[src/rtl/busm_pkg.sv]
`timescale 1ns/1ps
package busm_pkg;

  typedef enum logic [2:0] {
    ST_IDLE,
    ST_REQ,
    ST_ADDR,
    ST_STRB,
    ST_OFF
  } seq_state_e;

  typedef struct packed {
    logic lo;
    logic hi;
    logic wide;
  } lane_sel_t;

  // total cycle time in ns for each speed code
  function automatic int unsigned cycle_ns(input int unsigned code);
    case (code)
      0:       return 250;
      1:       return 200;
      2:       return 150;
      default: return 100;
    endcase
  endfunction

endpackage

[src/rtl/busm_width_sel.sv]
`timescale 1ns/1ps
module busm_width_sel
  import busm_pkg::*;
#(
  parameter int unsigned ADDR_W = 24,
  parameter int unsigned CNT_W  = 16,
  parameter logic [ADDR_W-1:0] WIN_LO = 'hA0000,
  parameter logic [ADDR_W-1:0] WIN_HI = 'hBFFFF
) (
  input  logic [ADDR_W-1:0] addr_i,
  input  logic [CNT_W-1:0]  rem_i,
  input  logic              mem16_i,
  output lane_sel_t         lane_o,
  output logic [1:0]        step_o
);

  logic in_win;
  logic narrow;

  assign in_win = (addr_i >= WIN_LO) && (addr_i <= WIN_HI);
  assign narrow = in_win && !mem16_i;

  always_comb begin
    if (narrow) begin
      lane_o = '{lo: 1'b1, hi: 1'b0, wide: 1'b0};
    end else if (addr_i[0]) begin
      lane_o = '{lo: 1'b0, hi: 1'b1, wide: 1'b0};
    end else if (rem_i == CNT_W'(1)) begin
      lane_o = '{lo: 1'b1, hi: 1'b0, wide: 1'b0};
    end else begin
      lane_o = '{lo: 1'b1, hi: 1'b1, wide: 1'b1};
    end
  end

  assign step_o = lane_o.wide ? 2'd2 : 2'd1;

endmodule

[src/rtl/busm_strobe_timer.sv]
`timescale 1ns/1ps
module busm_strobe_timer
  import busm_pkg::*;
#(
  parameter int unsigned CLK_NS = 10
) (
  input  logic       clk_i,
  input  logic       rst_ni,
  input  logic       load_i,
  input  logic       run_i,
  input  logic [1:0] speed_i,
  input  logic       ready_i,
  output logic       last_o
);

  localparam int unsigned MAX_CLKS = 250 / CLK_NS;
  localparam int unsigned TMR_W    = $clog2(MAX_CLKS + 1);

  logic [TMR_W-1:0] len_tab [4];
  logic [TMR_W-1:0] tmr_q;

  // strobe low clocks = cycle clocks minus the address clock; loaded as count-1
  for (genvar g = 0; g < 4; g++) begin : g_len
    localparam int unsigned LOW_CLKS = cycle_ns(g) / CLK_NS - 1;
    assign len_tab[g] = TMR_W'(LOW_CLKS - 1);
  end

  always_ff @(posedge clk_i or negedge rst_ni) begin
    if (!rst_ni) begin
      tmr_q <= '0;
    end else if (load_i) begin
      tmr_q <= len_tab[speed_i];
    end else if (run_i && (tmr_q != '0)) begin
      tmr_q <= tmr_q - 1'b1;
    end
  end

  assign last_o = run_i && (tmr_q == '0) && ready_i;

endmodule

[src/rtl/busm_tenure_timer.sv]
`timescale 1ns/1ps
module busm_tenure_timer #(
  parameter int unsigned        TEN_W = 16,
  parameter logic [TEN_W-1:0]   DEF   = 16'd1100
) (
  input  logic             clk_i,
  input  logic             rst_ni,
  input  logic             run_i,
  input  logic [TEN_W-1:0] limit_i,
  output logic             reached_o
);

  logic [TEN_W-1:0] elapsed_q;
  logic [TEN_W:0]   lim;

  assign lim = (limit_i == '0) ? {1'b0, DEF} : {1'b0, limit_i};

  always_ff @(posedge clk_i or negedge rst_ni) begin
    if (!rst_ni) begin
      elapsed_q <= '0;
    end else if (!run_i) begin
      elapsed_q <= '0;
    end else if (elapsed_q != '1) begin
      elapsed_q <= elapsed_q + 1'b1;
    end
  end

  // true in the clock that completes the programmed span
  assign reached_o = run_i && (({1'b0, elapsed_q} + 1'b1) >= lim);

endmodule

[src/rtl/busm_dma_seq.sv]
`timescale 1ns/1ps
module busm_dma_seq
  import busm_pkg::*;
#(
  parameter int unsigned ADDR_W  = 24,
  parameter int unsigned CNT_W   = 16,
  parameter int unsigned TEN_W   = 16,
  parameter int unsigned CLK_NS  = 10,
  parameter logic [TEN_W-1:0]  ON_DEF  = 16'd1100,
  parameter logic [TEN_W-1:0]  OFF_DEF = 16'd400,
  parameter logic [ADDR_W-1:0] WIN_LO  = 24'hA0000,
  parameter logic [ADDR_W-1:0] WIN_HI  = 24'hBFFFF
) (
  input  logic              clk_i,
  input  logic              rst_ni,
  input  logic              start_i,
  input  logic              dir_i,
  input  logic [ADDR_W-1:0] addr_i,
  input  logic [CNT_W-1:0]  count_i,
  input  logic [1:0]        speed_i,
  input  logic [TEN_W-1:0]  on_time_i,
  input  logic [TEN_W-1:0]  off_time_i,
  output logic              hold_req_o,
  input  logic              hold_gnt_i,
  input  logic              mem16_i,
  input  logic              ready_i,
  output logic [ADDR_W-1:0] mem_addr_o,
  output logic              memr_n_o,
  output logic              memw_n_o,
  output logic              lane_lo_o,
  output logic              lane_hi_o,
  output logic              busy_o,
  output logic              done_o
);

  seq_state_e        state_q;
  logic [ADDR_W-1:0] addr_q;
  logic [CNT_W-1:0]  rem_q;
  logic              dir_q;
  logic [1:0]        speed_q;
  logic [TEN_W-1:0]  on_q;
  logic [TEN_W-1:0]  off_q;
  lane_sel_t         lane_q;
  logic [1:0]        step_q;
  logic              done_q;

  lane_sel_t         sel_lane;
  logic [1:0]        sel_step;
  logic              stb_last;
  logic              on_hit;
  logic              off_hit;
  logic              in_strb;
  logic              owns_bus;

  assign in_strb  = (state_q == ST_STRB);
  assign owns_bus = (state_q == ST_ADDR) || in_strb;

  busm_width_sel #(
    .ADDR_W (ADDR_W),
    .CNT_W  (CNT_W),
    .WIN_LO (WIN_LO),
    .WIN_HI (WIN_HI)
  ) u_width (
    .addr_i  (addr_q),
    .rem_i   (rem_q),
    .mem16_i (mem16_i),
    .lane_o  (sel_lane),
    .step_o  (sel_step)
  );

  busm_strobe_timer #(
    .CLK_NS (CLK_NS)
  ) u_stb (
    .clk_i   (clk_i),
    .rst_ni  (rst_ni),
    .load_i  (state_q == ST_ADDR),
    .run_i   (in_strb),
    .speed_i (speed_q),
    .ready_i (ready_i),
    .last_o  (stb_last)
  );

  busm_tenure_timer #(
    .TEN_W (TEN_W),
    .DEF   (ON_DEF)
  ) u_on (
    .clk_i     (clk_i),
    .rst_ni    (rst_ni),
    .run_i     (owns_bus),
    .limit_i   (on_q),
    .reached_o (on_hit)
  );

  busm_tenure_timer #(
    .TEN_W (TEN_W),
    .DEF   (OFF_DEF)
  ) u_off (
    .clk_i     (clk_i),
    .rst_ni    (rst_ni),
    .run_i     (state_q == ST_OFF),
    .limit_i   (off_q),
    .reached_o (off_hit)
  );

  always_ff @(posedge clk_i or negedge rst_ni) begin
    if (!rst_ni) begin
      state_q <= ST_IDLE;
      addr_q  <= '0;
      rem_q   <= '0;
      dir_q   <= 1'b0;
      speed_q <= '0;
      on_q    <= '0;
      off_q   <= '0;
      lane_q  <= '0;
      step_q  <= '0;
      done_q  <= 1'b0;
    end else begin
      done_q <= 1'b0;
      case (state_q)
        ST_IDLE: begin
          if (start_i) begin
            if (count_i == '0) begin
              done_q <= 1'b1;
            end else begin
              state_q <= ST_REQ;
              addr_q  <= addr_i;
              rem_q   <= count_i;
              dir_q   <= dir_i;
              speed_q <= speed_i;
              on_q    <= on_time_i;
              off_q   <= off_time_i;
            end
          end
        end
        ST_REQ: begin
          if (hold_gnt_i) state_q <= ST_ADDR;
        end
        ST_ADDR: begin
          // width frozen from the 16-bit claim seen in the address clock
          lane_q  <= sel_lane;
          step_q  <= sel_step;
          state_q <= ST_STRB;
        end
        ST_STRB: begin
          if (stb_last) begin
            addr_q <= addr_q + ADDR_W'(step_q);
            rem_q  <= rem_q - CNT_W'(step_q);
            if (rem_q == CNT_W'(step_q)) begin
              state_q <= ST_IDLE;
              done_q  <= 1'b1;
            end else if (on_hit) begin
              state_q <= ST_OFF;
            end else begin
              state_q <= ST_ADDR;
            end
          end
        end
        ST_OFF: begin
          if (off_hit) state_q <= ST_REQ;
        end
        default: state_q <= ST_IDLE;
      endcase
    end
  end

  assign hold_req_o = (state_q == ST_REQ) || owns_bus;
  assign mem_addr_o = addr_q;
  assign memw_n_o   = !(in_strb && dir_q);
  assign memr_n_o   = !(in_strb && !dir_q);
  assign lane_lo_o  = in_strb && lane_q.lo;
  assign lane_hi_o  = in_strb && lane_q.hi;
  assign busy_o     = (state_q != ST_IDLE);
  assign done_o     = done_q;

endmodule

[config.mk]
export PLATFORM = sky130hd
export DESIGN_NAME = busm_dma_seq
export DESIGN_NICKNAME = d
export VERILOG_FILES = /design/src/rtl/busm_pkg.sv /design/src/rtl/busm_width_sel.sv /design/src/rtl/busm_strobe_timer.sv /design/src/rtl/busm_tenure_timer.sv /design/src/rtl/busm_dma_seq.sv
export SDC_FILE = /design/constraint.sdc
export NUM_CORES = 1
export LEC_CHECK = 0
export BUFFER_PORTS_ARGS = -buffer_cell sky130_fd_sc_hd__buf_4
export CAP_MARGIN = 20
export CELL_PAD_IN_SITES_DETAIL_PLACEMENT = 0
export CELL_PAD_IN_SITES_GLOBAL_PLACEMENT = 2
export CORE_MARGIN = 2
export CORE_UTILIZATION = 30
export CTS_BUF_LIST = sky130_fd_sc_hd__clkbuf_4 sky130_fd_sc_hd__clkbuf_8 sky130_fd_sc_hd__clkbuf_16
export DETAILED_ROUTE_END_ITERATION = 8
export GPL_ROUTABILITY_DRIVEN = 0
export GPL_TIMING_DRIVEN = 0
export PLACE_DENSITY_LB_ADDON = 0.1
export SLEW_MARGIN = 20
export SYNTH_ARGS = -nofsm -noshare
export SYNTH_HDL_FRONTEND = slang
export SYNTH_HIERARCHICAL = 1
export SYNTH_SLANG_ARGS = --single-unit
[constraint.sdc]
create_clock -name clk_i -period 8.4 [get_ports clk_i]
set_clock_uncertainty 0.15 [all_clocks]
set_input_delay 0.42 -clock clk_i [delete_from_list [all_inputs] [get_ports clk_i]]
set_output_delay 0.42 -clock clk_i [all_outputs]
set_load 0.02 [all_outputs]
==> reports/qor.csv <==
stage,metric,value,unit
yosys,Synth top area share,40.8,%
cells_and_area,post-route cell area,9310,um^2
power_and_ir_drop,Net Sw Frac,40.5,%
cts,H-tree lvl count,4,
power_and_ir_drop,Pwr Density,327,nW/um^2
cts,cts repair resizes,0,
cts,CTS tree,built,
cts,latest clock arrival within the worst-skew pair,0.42,ns
die,die area,25800,um^2
die,IO Pins,112,
cts,Inserted Clock Buffers,17,
place,worst slack at placement,2.83,ns
cts,clock buffer depth,2,
cts,postcts setup bufs,0,
cts,CTS root buffer,clkbuf_16,
grt,total gr overflow,0,
min_path,type of the worst min-delay path,in2reg,
cells_and_area,NumNets Final,1097,
die,die height,161,um
place,Buffers on Ports,111,
timing,endpoints failing setup,0,
power_and_ir_drop,Gate power share,39.2,%
die,Placement Rows,57,
cells_and_area,Sequential Area,3000,um^2
run,Max-Cap Viols,0,
timing,Peak Freq,181,MHz
yosys,sequential element share of the synthesized area,40.8,%
die,CORE AREA,24200,um^2
grt,first-pass GRT wire length,38.7,mm
timing,max_slew headroom,31.6,%
timing,Slew Limit Fails,0,
cells_and_area,Layout area overhead,26.6,%
setup_path,Crit Path Class,reg2reg,
yosys,Main synth FF type,dfrtp_1,
power_and_ir_drop,P_leak,4.24,nW
routing,initial detailed-routing violation count,386,
place,Final HPWL DP,18.1,mm
setup_path,Worst EP required,8.59,ns
cts,Worst-path clk slew,0.06,ns
power_and_ir_drop,Sequential Power Share,33.1,%
yosys,cell area after synthesis,7360,um^2
cells_and_area,# diodes,0,
timing,Worst Max-Slew Pin Slew,1.02,ns
yosys,Syn Nets,965,
timing,setup repair after global routing missed its margin,no,
grt,Total GRT Usage,19.4,%
yosys,Synth cell types,74,
routing,drt wl/cell,18.6,um
yosys,Mean Syn Cell Area,8.74,um^2
yosys,Yosys Warn Count,6,
grt,vias in the first global route,6764,
grt,largest net degree at the start of global routing,65,
setup_path,FF-to-FF path depth,12,
timing,"Period Utilization, post-route",65.8,%
setup_path,nature of the critical path startpoint,flip-flop,
yosys,Post-synth top cells,"160 x nand2_1, 120 x dfrtp_1, 63 x nor2_1",
yosys,cell count after synthesis,842,
routing,DRC,0,
power_and_ir_drop,"IR drop worst, VDD",0.0956,mV
timing,minimum clock period,5.53,ns
routing,post-route ant nets,0,
grt,initial antenna violation count,0,
min_path,hold path depth,3,
power_and_ir_drop,sw power,1.23,mW
cells_and_area,layout cells sized above 1,18.4,%
yosys,top-count cell post-synth,nand2_1,
setup_path,CP endpoint kind,flip-flop,
yosys,Seq cells post-synth,120,
run_status,run status,"complete, no violations",
place,DP Cell Count,1278,
die,die width,161,um
setup_path,crit-path max FO,16,
cells_and_area,fill count,2479,
timing,setup ws final,2.87,ns
power_and_ir_drop,Clock power frac,27.7,%
yosys,dominant cells by area after synthesis,"dfrtp_1 41%, nand2_1 8.2%, ha_1 6.8%",
routing,vias,6695,
yosys,fraction of registers with async set/reset,100,%
yosys,Post-synth EDFFs,0,
setup_path,Critical Path AT,5.72,ns
timing,Hold Fails Final Rpt,0,
cells_and_area,Layout Cells excl Fill,1311,
die,Initial Util,30.4,%
yosys,Yosys top cell by area,dfrtp_1,
cts,# clock sinks,120,
timing,Setup TNS,0,ns
routing,first-pass iteration count of the detailed router,5,
power_and_ir_drop,Total Power,3.05,mW
power_and_ir_drop,Cell Int Power,1.81,mW
place,DP Area,8630,um^2
cells_and_area,area of the multi-input gates,4010,um^2
routing,drt total wl,24.4,mm
routing,vias per cell,5.11,
cts,Hold Buf Count CTS,1,
==> power groups by stage <==
stage	sequential, mW	combinational (mW)	clock [mW]
finish	1.01	1.19	0.845
detailed placement	1.01	1.20	0
global route	1.04	1.35	0.887
global placement	1.02	1.20	0
floorplan	1.00	0.732	0
CTS	1.01	1.21	0.864
==> logic make-up (layout without fill, tap and decap cells) <==
group | Yosys count | count (layout) | synth area share (%)
flip-flops | 120 | 120 | 40.8
adder cells (fa/ha/maj) | 42 | 42 | 7.35
AND/OR/NAND/NOR | 383 | 383 | 26.5
AO/OA/AOI/OAI | 177 | 177 | 16.4
buffers and inverters | 86 | 231 | 4.71
XOR/XNOR | 30 | 30 | 3.57
multiplexers | 4 | 4 | 0.595
==> cells in the final DEF, fill, tap and decap left out, types with 12 or more instances in the layout <==
| cell | count |
|---|---|
| nand2_1 | 160 |
| dfrtp_1 | 120 |
| buf_4 | 111 |
| nor2_1 | 63 |
| inv_1 | 45 |
| a21oi_1 | 41 |
| ha_1 | 40 |
| nand3_1 | 31 |
| o21ai_0 | 31 |
| clkbuf_1 | 28 |
| nor4_1 | 21 |
| o21a_1 | 19 |
| nor3_1 | 17 |
| clkbuf_16 | 17 |
| xnor2_1 | 17 |
| xor2_1 | 13 |
| nand4_1 | 12 |
==> critical path, stage by stage (launching register included) <==
cell and delay (ns):
dfrtp_1 0.37, clkbuf_1 0.32, nand3b_1 0.37, inv_1 0.15, clkbuf_1 0.49, buf_1 0.75
nand3b_1 0.23, nor4b_1 0.76, nor2_1 0.12, a31oi_1 0.80, o21ai_0 0.31, or4_1 0.54
o21ai_0 0.08
==> through the flow <==
step | hold WS [ns] | util [%]
after floorplan | -0.0256 | -
after global placement | 0.338 | 35.6
after detailed placement | 0.274 | 35.7
after CTS | 0.0207 | 38.5
after global routing | 0.0315 | 38.5
final | 0.0357 | 38.5
==> routing by layer <==
layer / part of all wire (%) / vias to the layer above / GRT usage (%)
met5: 0 / - / 0
met4: 1.7 / 0 / 5.86
met3: 3.7 / 25 / 2.92
met2: 48 / 158 / 32.2
met1: 47 / 3221 / 26.1
li1: - / 3291 / -
==> registers in the layout, summed over array words and instances, names as in the netlist <==
signal / count
dir_q: 1
done_o: 1
lane_q: 2
mem_addr_o: 24
off_q: 16
on_q: 16
rem_q: 16
speed_q: 2
state_q: 3
step_q: 2
u_off/elapsed_q: 16
u_on/elapsed_q: 16
u_stb/tmr_q: 5
==> worst paths after layout <==
path / end / startpoint / slack [ns]
max in group asynchronous: rem_q[8]$_DFFE_PN0P_ / rst_ni / 6.98
min in group asynchronous: u_off/elapsed_q[2]$_DFFE_PN0P_ / rst_ni / 0.41
hold reg to reg: dir_q$_DFFE_PN0P_ / dir_q$_DFFE_PN0P_ / 0.35
setup reg to reg: state_q[2]$_DFFE_PN0P_ / state_q[1]$_DFFE_PN0P_ / 2.87
hold / removal: on_q[12]$_DFFE_PN0P_ / on_time_i[12] / 0.04
setup / recovery: state_q[2]$_DFFE_PN0P_ / state_q[1]$_DFFE_PN0P_ / 2.87
==> area by class of cell <==
cell class | instances | share of cell area (%)
clock buffers | 21 | 5.16
flip-flops and latches | 120 | 32.2
clock inverters | 11 | 2.07
well taps | 324 | 4.35
inverters | 45 | 1.81
repair buffers | 113 | 9.43
plain buffers | 41 | 1.91
multi-input cells | 636 | 43.0
(Power assumes the default switching activity.)
